`src/rtl/pll_mcode_pkg.sv`:
```
package pll_mcode_pkg;

  localparam int LFSR_W = 15;
  localparam int MULT_W = 16;
  localparam int CODE_W = LFSR_W + 2;
  localparam int CNT_W  = MULT_W;
  localparam int SELP_W = 5;
  localparam int SELI_W = 6;
  localparam int QUO_W  = 7;
  localparam int DIV_W  = MULT_W + 1;
  localparam int REM_W  = MULT_W + 2;

  localparam int MULT_TOP   = 1 << LFSR_W;
  localparam int STEP_LIMIT = MULT_TOP + 1;

  localparam logic [CODE_W-1:0] SEED     = CODE_W'(1 << (LFSR_W - 1));
  localparam logic [CODE_W-1:0] CODE_ONE = 17'h18003;
  localparam logic [CODE_W-1:0] CODE_TWO = 17'h10003;

  localparam int SELP_KNEE = 60;
  localparam int SELP_SAT  = 31;
  localparam int SELI_T1   = 16384;
  localparam int SELI_T2   = 8192;
  localparam int SELI_T4   = 2048;
  localparam int SELI_T8   = 501;
  localparam int SELI_MASK = 'h3C;
  localparam int DIV_NUM   = 1024;
  localparam int DIV_BIAS  = 9;

  typedef enum logic { OP_ENC = 1'b0, OP_DEC = 1'b1 } op_e;

  function automatic logic [CODE_W-1:0] fwd_step(input logic [CODE_W-1:0] x);
    logic [CODE_W-1:0] r;
    r = '0;
    r[LFSR_W-2:0] = x[LFSR_W-1:1];
    r[LFSR_W-1]   = x[0] ^ x[1];
    return r;
  endfunction

  function automatic logic [CODE_W-1:0] bwd_step(input logic [CODE_W-1:0] x);
    logic [CODE_W-1:0] r;
    r = '0;
    r[LFSR_W-1:1] = x[LFSR_W-2:0];
    r[0]          = x[0] ^ x[LFSR_W-1];
    return r;
  endfunction

endpackage

```
`src/rtl/pll_mcode_lfsr.sv`:
```
module pll_mcode_lfsr
  import pll_mcode_pkg::*;
(
  input  logic              clk,
  input  logic              rst_n,
  input  logic              load_i,
  input  op_e               op_i,
  input  logic [CODE_W-1:0] data_i,
  output logic              busy_o,
  output logic              fin_o,
  output logic [MULT_W-1:0] mult_o,
  output logic [CODE_W-1:0] code_o
);

  op_e               op_q, op_n;
  logic              run_q, run_n, fin_q, fin_n;
  logic [CODE_W-1:0] st_q, st_n, cin_q, cin_n;
  logic [CNT_W-1:0]  cnt_q, cnt_n;
  logic [MULT_W-1:0] mult_q, mult_n;
  logic [MULT_W-1:0] m_in;

  assign m_in = data_i[MULT_W-1:0];

  always_comb begin
    op_n   = op_q;
    run_n  = run_q;
    fin_n  = 1'b0;
    st_n   = st_q;
    cnt_n  = cnt_q;
    mult_n = mult_q;
    cin_n  = cin_q;
    if (load_i) begin
      op_n  = op_i;
      cin_n = data_i;
      if (op_i == OP_ENC) begin
        mult_n = m_in;
        if (m_in == '0) begin
          st_n = '0;  run_n = 1'b0; fin_n = 1'b1;
        end else if (m_in == MULT_W'(1)) begin
          st_n = CODE_ONE; run_n = 1'b0; fin_n = 1'b1;
        end else if (m_in == MULT_W'(2)) begin
          st_n = CODE_TWO; run_n = 1'b0; fin_n = 1'b1;
        end else begin
          st_n  = SEED;
          run_n = 1'b1;
          cnt_n = (m_in > MULT_W'(MULT_TOP)) ? '0 : (CNT_W'(STEP_LIMIT) - m_in);
        end
      end else begin
        if (data_i == CODE_ONE) begin
          mult_n = MULT_W'(1); run_n = 1'b0; fin_n = 1'b1;
        end else if (data_i == CODE_TWO) begin
          mult_n = MULT_W'(2); run_n = 1'b0; fin_n = 1'b1;
        end else begin
          st_n  = data_i;
          cnt_n = CNT_W'(STEP_LIMIT);
          run_n = 1'b1;
        end
      end
    end else if (run_q) begin
      if (op_q == OP_ENC) begin
        if (cnt_q == '0) begin
          run_n = 1'b0; fin_n = 1'b1;
        end else begin
          st_n  = fwd_step(st_q);
          cnt_n = cnt_q - 1'b1;
        end
      end else begin
        if (st_q == SEED || cnt_q == '0) begin
          mult_n = cnt_q; run_n = 1'b0; fin_n = 1'b1;
        end else begin
          st_n  = bwd_step(st_q);
          cnt_n = cnt_q - 1'b1;
        end
      end
    end
  end

  always_ff @(posedge clk or negedge rst_n) begin
    if (!rst_n) begin
      op_q   <= OP_ENC;
      run_q  <= 1'b0;
      fin_q  <= 1'b0;
      st_q   <= '0;
      cnt_q  <= '0;
      mult_q <= '0;
      cin_q  <= '0;
    end else begin
      op_q   <= op_n;
      run_q  <= run_n;
      fin_q  <= fin_n;
      st_q   <= st_n;
      cnt_q  <= cnt_n;
      mult_q <= mult_n;
      cin_q  <= cin_n;
    end
  end

  assign busy_o = run_q;
  assign fin_o  = fin_q;
  assign mult_o = mult_q;
  assign code_o = (op_q == OP_DEC) ? cin_q : st_q;

endmodule

```
`src/rtl/pll_mcode_bw.sv`:
```
module pll_mcode_bw
  import pll_mcode_pkg::*;
(
  input  logic              clk,
  input  logic              rst_n,
  input  logic              load_i,
  input  logic [MULT_W-1:0] mult_i,
  output logic              busy_o,
  output logic              fin_o,
  output logic [SELP_W-1:0] selp_o,
  output logic [SELI_W-1:0] seli_o
);

  logic [MULT_W-1:0]       m_q, m_n;
  logic [DIV_W-1:0]        d_q, d_n;
  logic signed [REM_W-1:0] rem_q, rem_n;
  logic [QUO_W-1:0]        q_q, q_n;
  logic                    run_q, run_n, fin_q, fin_n;
  logic [SELP_W-1:0]       selp_q, selp_n;
  logic [SELI_W-1:0]       seli_q, seli_n;

  always_comb begin
    m_n    = m_q;
    d_n    = d_q;
    rem_n  = rem_q;
    q_n    = q_q;
    run_n  = run_q;
    fin_n  = 1'b0;
    selp_n = selp_q;
    seli_n = seli_q;
    if (load_i) begin
      m_n   = mult_i;
      d_n   = {1'b0, mult_i} + DIV_W'(DIV_BIAS);
      rem_n = REM_W'(DIV_NUM);
      q_n   = '0;
      run_n = 1'b1;
    end else if (run_q) begin
      if (rem_q <= 0) begin
        run_n = 1'b0;
        fin_n = 1'b1;
        if (m_q < MULT_W'(SELP_KNEE)) selp_n = SELP_W'(m_q >> 1) + SELP_W'(1);
        else                          selp_n = SELP_W'(SELP_SAT);
        if      (m_q >  MULT_W'(SELI_T1))   seli_n = SELI_W'(1);
        else if (m_q >  MULT_W'(SELI_T2))   seli_n = SELI_W'(2);
        else if (m_q >  MULT_W'(SELI_T4))   seli_n = SELI_W'(4);
        else if (m_q >= MULT_W'(SELI_T8))   seli_n = SELI_W'(8);
        else if (m_q >= MULT_W'(SELP_KNEE)) seli_n = SELI_W'({q_q, 2'b00});
        else seli_n = SELI_W'(m_q & MULT_W'(SELI_MASK)) + SELI_W'(4);
      end else begin
        rem_n = rem_q - $signed({1'b0, d_q});
        q_n   = q_q + 1'b1;
      end
    end
  end

  always_ff @(posedge clk or negedge rst_n) begin
    if (!rst_n) begin
      m_q    <= '0;
      d_q    <= '0;
      rem_q  <= '0;
      q_q    <= '0;
      run_q  <= 1'b0;
      fin_q  <= 1'b0;
      selp_q <= '0;
      seli_q <= '0;
    end else begin
      m_q    <= m_n;
      d_q    <= d_n;
      rem_q  <= rem_n;
      q_q    <= q_n;
      run_q  <= run_n;
      fin_q  <= fin_n;
      selp_q <= selp_n;
      seli_q <= seli_n;
    end
  end

  assign busy_o = run_q;
  assign fin_o  = fin_q;
  assign selp_o = selp_q;
  assign seli_o = seli_q;

endmodule

```
`src/rtl/pll_mcode_conv.sv`:
```
module pll_mcode_conv
  import pll_mcode_pkg::*;
(
  input  logic              clk,
  input  logic              rst_n,
  input  logic              start_i,
  input  logic              mode_i,
  input  logic [CODE_W-1:0] data_i,
  output logic              busy_o,
  output logic              done_o,
  output logic [MULT_W-1:0] mult_o,
  output logic [CODE_W-1:0] code_o,
  output logic [SELP_W-1:0] selp_o,
  output logic [SELI_W-1:0] seli_o
);

  logic [1:0] rst_pipe;
  logic       rst_sync_n;
  logic       core_busy, core_fin, bw_busy, bw_fin, accept;

  always_ff @(posedge clk or negedge rst_n) begin
    if (!rst_n) rst_pipe <= 2'b00;
    else        rst_pipe <= {rst_pipe[0], 1'b1};
  end
  assign rst_sync_n = rst_pipe[1];

  assign busy_o = core_busy | core_fin | bw_busy;
  assign accept = start_i & ~busy_o;

  pll_mcode_lfsr u_lfsr (
    .clk    (clk),
    .rst_n  (rst_sync_n),
    .load_i (accept),
    .op_i   (op_e'(mode_i)),
    .data_i (data_i),
    .busy_o (core_busy),
    .fin_o  (core_fin),
    .mult_o (mult_o),
    .code_o (code_o)
  );

  pll_mcode_bw u_bw (
    .clk    (clk),
    .rst_n  (rst_sync_n),
    .load_i (core_fin),
    .mult_i (mult_o),
    .busy_o (bw_busy),
    .fin_o  (bw_fin),
    .selp_o (selp_o),
    .seli_o (seli_o)
  );

  assign done_o = bw_fin;

endmodule

```
`config.mk`:
```
export PLATFORM = sky130hd
export DESIGN_NAME = pll_mcode_conv
export DESIGN_NICKNAME = d
export VERILOG_FILES = /design/src/rtl/pll_mcode_pkg.sv /design/src/rtl/pll_mcode_lfsr.sv /design/src/rtl/pll_mcode_bw.sv /design/src/rtl/pll_mcode_conv.sv
export SDC_FILE = /design/constraint.sdc
export NUM_CORES = 1
export LEC_CHECK = 0
export CORE_AREA = 2 2 104 157
export DETAILED_ROUTE_END_ITERATION = 10
export DIE_AREA = 0 0 106 159
export PLACE_DENSITY = 0.75
export SYNTH_ARGS = -nofsm -noshare
export SYNTH_HDL_FRONTEND = slang
export SYNTH_HIERARCHICAL = 1
export SYNTH_SLANG_ARGS = --single-unit
```
`constraint.sdc`:
```
create_clock -name clk -period 11.7 [get_ports clk]
set_clock_uncertainty 0.05 [all_clocks]
set_input_delay 1.755 -clock clk [delete_from_list [all_inputs] [get_ports clk]]
set_output_delay 1.755 -clock clk [all_outputs]
set_load 0.02 [all_outputs]
```
Word level (Yosys, flattened, before mapping)
Index checks and enable logic that the tools add are counted.
W data, S select, Z words.
{ "op_classes": {"add_sub_neg": 7, "n_lt_le_gt_ge": 8, "n_eq_ne": 14, "muxes": 71, "n_bitwise": 7, "n_reduce_logical": 12} }
{ "ops": {"columns": ["op", "count"], "rows": [
  ["$mux W16", 19],
  ["$mux W17", 12],
  ["$mux W18", 3],
  ["$eq A17 B17 Y1 const B", 2],
  ["$logic_not A16 Y1", 2],
  ["$mux W6", 5],
  ["$mux W1", 28],
  ["$mux W7", 3],
  ["$le A18 B1 Y1 const B", 1],
  ["$ne A3 B3 Y1 const B", 6],
  ["$sub A18 B18 Y18", 1],
  ["$add A16 B4 Y17 const B", 1],
  ["$eq A17 B15 Y1 const B", 1],
  ["$eq A16 B1 Y1 const B", 1],
  ["$eq A16 B2 Y1 const B", 1],
  ["$ge A16 B6 Y1 const B", 1],
  ["$ge A16 B9 Y1 const B", 1],
  ["$gt A16 B12 Y1 const B", 1],
  ["$gt A16 B14 Y1 const B", 1],
  ["$gt A16 B15 Y1 const B", 1],
  ["$gt A16 B16 Y1 const B", 1],
  ["$lt A16 B6 Y1 const B", 1],
  ["$sub A16 B1 Y16 const B", 1],
  ["$sub A16 B16 Y16 const A", 1],
  ["18 further kinds", 24]
]} }
{ "word_totals": {"ff_bits": 142, "inputBits": 21, "out_inout_bits": 46, "wordCells": 135} }

Longest topological paths before layout
{ "logic_depth": {"ltp_word": 7, "depth_mapped": 9} }

By module
The synthesis kept the hierarchy.
{ "by_module_without_submodules": {"columns": ["module", "instances", "cells_each", "area_per_inst_um2", "seq_area_each_um2"], "rows": [
  ["pll_mcode_lfsr", 1, 443, 4347.9, 1726.7],
  ["pll_mcode_bw", 1, 422, 3960.0, 1701.6],
  ["pll_mcode_conv", 1, 5, 68.8, 50.0]
]} }

Worst setup path after synthesis
Ideal clock, no wire load.
{ "synth_path": {"path_type": "input port to flip-flop", "start": "input port start_i", "end": "register u_lfsr.cnt_q[0]", "setup_time_ns": 0.125, "t_arrival_ns": 3.540, "slack_ns": 7.986, "path_stages": 7, "path_cell_list": "nor4b_1 -> clkbuf_1 -> inv_1 -> nor2_1 -> clkbuf_1 -> a31oi_1 -> mux2_2"} }
{ "synth_via": {"elab_chain_cells": 3} }
{ "synth_lines": {"columns": ["element", "line_no", "text"], "rows": [
  ["from (decl)", "pll_mcode_conv.sv:6", "input logic start_i,"],
  ["$and A1 B1 Y1 (*)", "pll_mcode_conv.sv:28", "assign accept = start_i & ~busy_o;"],
  ["$ne A3 B2 Y1 (no source line), or another cell as far along", null, null],
  ["$reduce_and A8 Y1 (no source line)", null, null],
  ["to (signal assigned)", "pll_mcode_lfsr.sv:92", "cnt_q <= cnt_n;"],
  ["to (decl)", "pll_mcode_lfsr.sv:18", "logic [CNT_W-1:0] cnt_q, cnt_n;"]
]} }
Mark *: on every way between the ends. The rest lies on a longest branch, timed or not.
A chain may end at the register's enable or synchronous reset.

Worst setup path in the final report
{ "layout_path": {"start": "input port start_i", "end": "register u_lfsr.cnt_q[0]"} }
{ "layout_via": {"elab_chain_cells": 3} }
{ "layout_lines": {"columns": ["element", "line_no", "text"], "rows": [
  ["$and A1 B1 Y1 (*)", "pll_mcode_conv.sv:28", null],
  ["named net accept", "pll_mcode_conv.sv:19", "logic core_busy, core_fin, bw_busy, bw_fin, accept;"],
  ["$ne A3 B2 Y1 (no source line), or another cell as far along", null, null],
  ["$reduce_and A8 Y1 (no source line)", null, null]
]} }
The timed path passes the listed nets; every way through them passes the cells marked *.

==> results.sh <==
export IMPL_power_density_nw_per_um2=280
export IMPL_setup_tns_ps=0
export IMPL_p_comb_frac=0.467
export IMPL_r2r_start="u_lfsr/fin_o$_DFF_PN0_"
export IMPL_utilization=0.630
export IMPL_hp_start="rst_pipe[0]$_DFF_PN0_"
export IMPL_path_class="input pin to flip-flop"
export IMPL_leakagePower_uw=0.00418
export IMPL_worstHoldEndpoint="rst_pipe[1]$_DFF_PN0_"
export IMPL_p_int_uw=1610
export IMPL_r2r_slack_ps=7940
export IMPL_initial_utilization=0.541
export IMPL_synth_top_family_by_area="simple AND/OR/NAND/NOR gates"
export IMPL_synth_xor_area_frac=0.0491
export IMPL_grt_pass1_wl_mm=35.9
export IMPL_hpwl_mm=15.2
export IMPL_ir_drop_mv=0.164
export IMPL_ys_ff_latch=139
export IMPL_num_rows=56
export IMPL_routedWlPerCell_um=19.2
export IMPL_ys_seq_area_frac=0.415
export IMPL_drt_iter0_drc=540
export IMPL_clockPowerShare=0.209
export IMPL_yosysUniqueCellTypes=80
export IMPL_dr_pass1_iters=7
export IMPL_yosys_area_share_simple=0.173
export IMPL_reg2reg_to="u_lfsr/cnt_q[0]$_DFFE_PN0P_"
export IMPL_drc=0
export IMPL_synth_flop_cell="dfrtp_1"
export IMPL_cp_max_fo=68
export IMPL_maxCapViolCount=0
export IMPL_diodes=0
export IMPL_sw_frac_of_total=0.409
export IMPL_final_common_cell="dfrtp_1"
export IMPL_grt_max_degree=80
export IMPL_final_period_utilization=0.398
export IMPL_netlist_instances=870
export IMPL_nets=967
export IMPL_grt_pass1_vias=7014
export IMPL_antenna_found_initial=0
export IMPL_place_gp_congestion=0.947
export IMPL_ys_async_sr_fraction=1.00
export IMPL_clockBufferDepth=2
export IMPL_drive_gt1_frac=0.146
export IMPL_relSlewSlack=0.217
export IMPL_hold_viol=0
export IMPL_cp_required_ps=11970
export IMPL_dieArea_um2=16900
export IMPL_hold_class="flip-flop to flip-flop"
export IMPL_grtUsageTotal=0.270
export IMPL_clkLatencyLatePin_ps=430
export IMPL_numCtsBuffers=17
export IMPL_cts_tree="built"
export IMPL_status="finished, final reports clean"
export IMPL_worst_pin_slew_ps=1170
export IMPL_clock_sinks=139
export IMPL_crit_arrival_ps=4920
export IMPL_final_cell_area_um2=9750
export IMPL_drv_slew=0
export IMPL_mostFrequentLayoutCells="137 x dfrtp_1, 79 x nand2_1, 66 x clkdlybuf4s50_1"
export IMPL_drt_vias_per_instance=6.05
export IMPL_p_switching_uw=1120
export IMPL_holdBufCountCts=0
export IMPL_vias=6856
export IMPL_synth_edf_count=0
export IMPL_dpl_cell_area_um2=9130
export IMPL_syn_num_nets=920
export IMPL_postCtsSetupRepairBufs=0
export IMPL_cts_root_buf="clkbuf_16"
export IMPL_synth_compound_area_frac=0.146
export IMPL_setup_violations=0
export IMPL_path_clk_slew_ps=60
export IMPL_min_period_ps=4660
export IMPL_synth_avg_cell_area_um2=9.63
export IMPL_ys_warn_count=6
export IMPL_routed_wl_mm=21.7
export IMPL_muxShareOfSynthArea=0.125
export IMPL_synth_adder_area_share=0.0442
export IMPL_syn_to_final_growth_pct=16.4
export IMPL_core_area_um2=15500
export IMPL_cts_htree_levels=4
export IMPL_antenna_left=0
export IMPL_numPortBuffers=66
export IMPL_seqPwrFrac=0.324
export IMPL_io_pins=67
export IMPL_holdPathStages=0
export IMPL_start_kind="input pin"
export IMPL_max_freq_mhz=215
export IMPL_synth_area_um2=8380
export IMPL_die_h_um=159
export IMPL_ctsResizeCount=0
export IMPL_rr_worst_depth=7
export IMPL_rsz0062_at_grt="no"
export IMPL_grt_overflow=0
export IMPL_cp_end_kind="flip-flop"
export IMPL_die_w_um=106
-- worst max-delay path, cell delays in order --
cell and delay [ps]:
clkdlybuf4s50_1 440, nor4b_2 180, buf_4 630, inv_1 420, nor2_1 980, a31oi_1 170, mux2_2 310
-- per-layer routing --
| layer | vias up | wire length (µm) | track usage |
|---|---|---|---|
| met5 | - | 0 | 0 |
| met2 | 221 | 11700 | 0.489 |
| met4 | 0 | 922 | 0.139 |
| met1 | 3346 | 8400 | 0.298 |
| li1 | 3226 | - | - |
| met3 | 63 | 774 | 0.0463 |
-- how the worst max path moves through the flow --
stage / start / to / slack (ps) / cells after the start
floorplan: rst_pipe[1]$_DFF_PN0_ / u_bw/busy_o$_DFF_PN0_ / 7490 / 0
global placement: start_i / u_lfsr/cnt_q[0]$_DFFE_PN0P_ / 6700 / 7
detailed placement: start_i / u_lfsr/cnt_q[0]$_DFFE_PN0P_ / 6720 / 7
CTS: start_i / u_lfsr/cnt_q[0]$_DFFE_PN0P_ / 7140 / 7
global route: start_i / u_lfsr/cnt_q[0]$_DFFE_PN0P_ / 6900 / 7
finish: start_i / u_lfsr/cnt_q[0]$_DFFE_PN0P_ / 7040 / 7
-- state kept, by name, summed over array words and instances (netlist names) --
signal	count
u_lfsr/op_q	1
u_bw/q_q	4
u_bw/fin_o	1
u_bw/rem_q	18
u_lfsr/st_q	17
u_lfsr/busy_o	1
u_bw/d_q	17
u_lfsr/mult_o	16
u_lfsr/fin_o	1
u_lfsr/cin_q	17
rst_pipe	2
u_bw/busy_o	1
u_bw/seli_o	6
u_bw/selp_o	5
u_lfsr/cnt_q	16
u_bw/m_q	16
-- synthesized netlist by cell type (16+ instances only) --
| cell | n | area (µm²) |
|---|---|---|
| clkbuf_1 | 25 | 93.8 |
| nand2_1 | 79 | 297 |
| a21oi_1 | 49 | 245 |
| mux2_2 | 65 | 732 |
| ha_1 | 28 | 350 |
| dfrtp_1 | 139 | 3480 |
| xor2_1 | 29 | 254 |
| mux2i_1 | 21 | 210 |
| nand4_1 | 16 | 100 |
| xnor2_1 | 18 | 158 |
| nor2_1 | 53 | 199 |
| inv_1 | 49 | 184 |
| o21ai_0 | 44 | 220 |
| nand3_1 | 36 | 180 |
-- stage by stage --
| step | power [µW] | worst slack (ps) | hold slack (ps) | instances |
|---|---|---|---|---|
| 2_1_floorplan | 1750 | 7490 | 281 | 870 |
| 4_1_cts | 2730 | 7140 | 315 | 1133 |
| 3_5_place_dp | 2140 | 6720 | 300 | 1101 |
| 5_1_grt | 2900 | 6900 | 326 | 1133 |
| 6_report | 2730 | 7040 | 306 | 1133 |
| 3_3_place_gp | 2120 | 6700 | 292 | 1101 |
-- layout make-up --
cell class / instances / area [µm²]
repair buffers: 71 / 698
well taps: 203 / 254
flip-flops and latches: 139 / 3480
fillers: 1277 / 5730
inverters: 51 / 191
multi-input cells: 637 / 4500
clock inverters: 13 / 179
clock buffers: 19 / 443
-- power by group through the flow --
stage | Combinational [µW] | Clock, µW | Sequential, µW
final | 1270 | 570 | 884
after global routing | 1390 | 601 | 907
after CTS | 1270 | 580 | 879
after detailed placement | 1260 | 0 | 885
after global placement | 1240 | 0 | 879
after floorplan | 905 | 0 | 849
-- logic make-up after synthesis --
kind of cell / Yosys count
and+or+nand+nor: 276
DFF: 139
adders and majority gates: 29
xor gates and xnor gates: 47
AOI/OAI and AO/OA: 191
buffers and inverters: 94
muxes: 93
other: 1
Note: power is estimated with default switching activity, not from simulation.
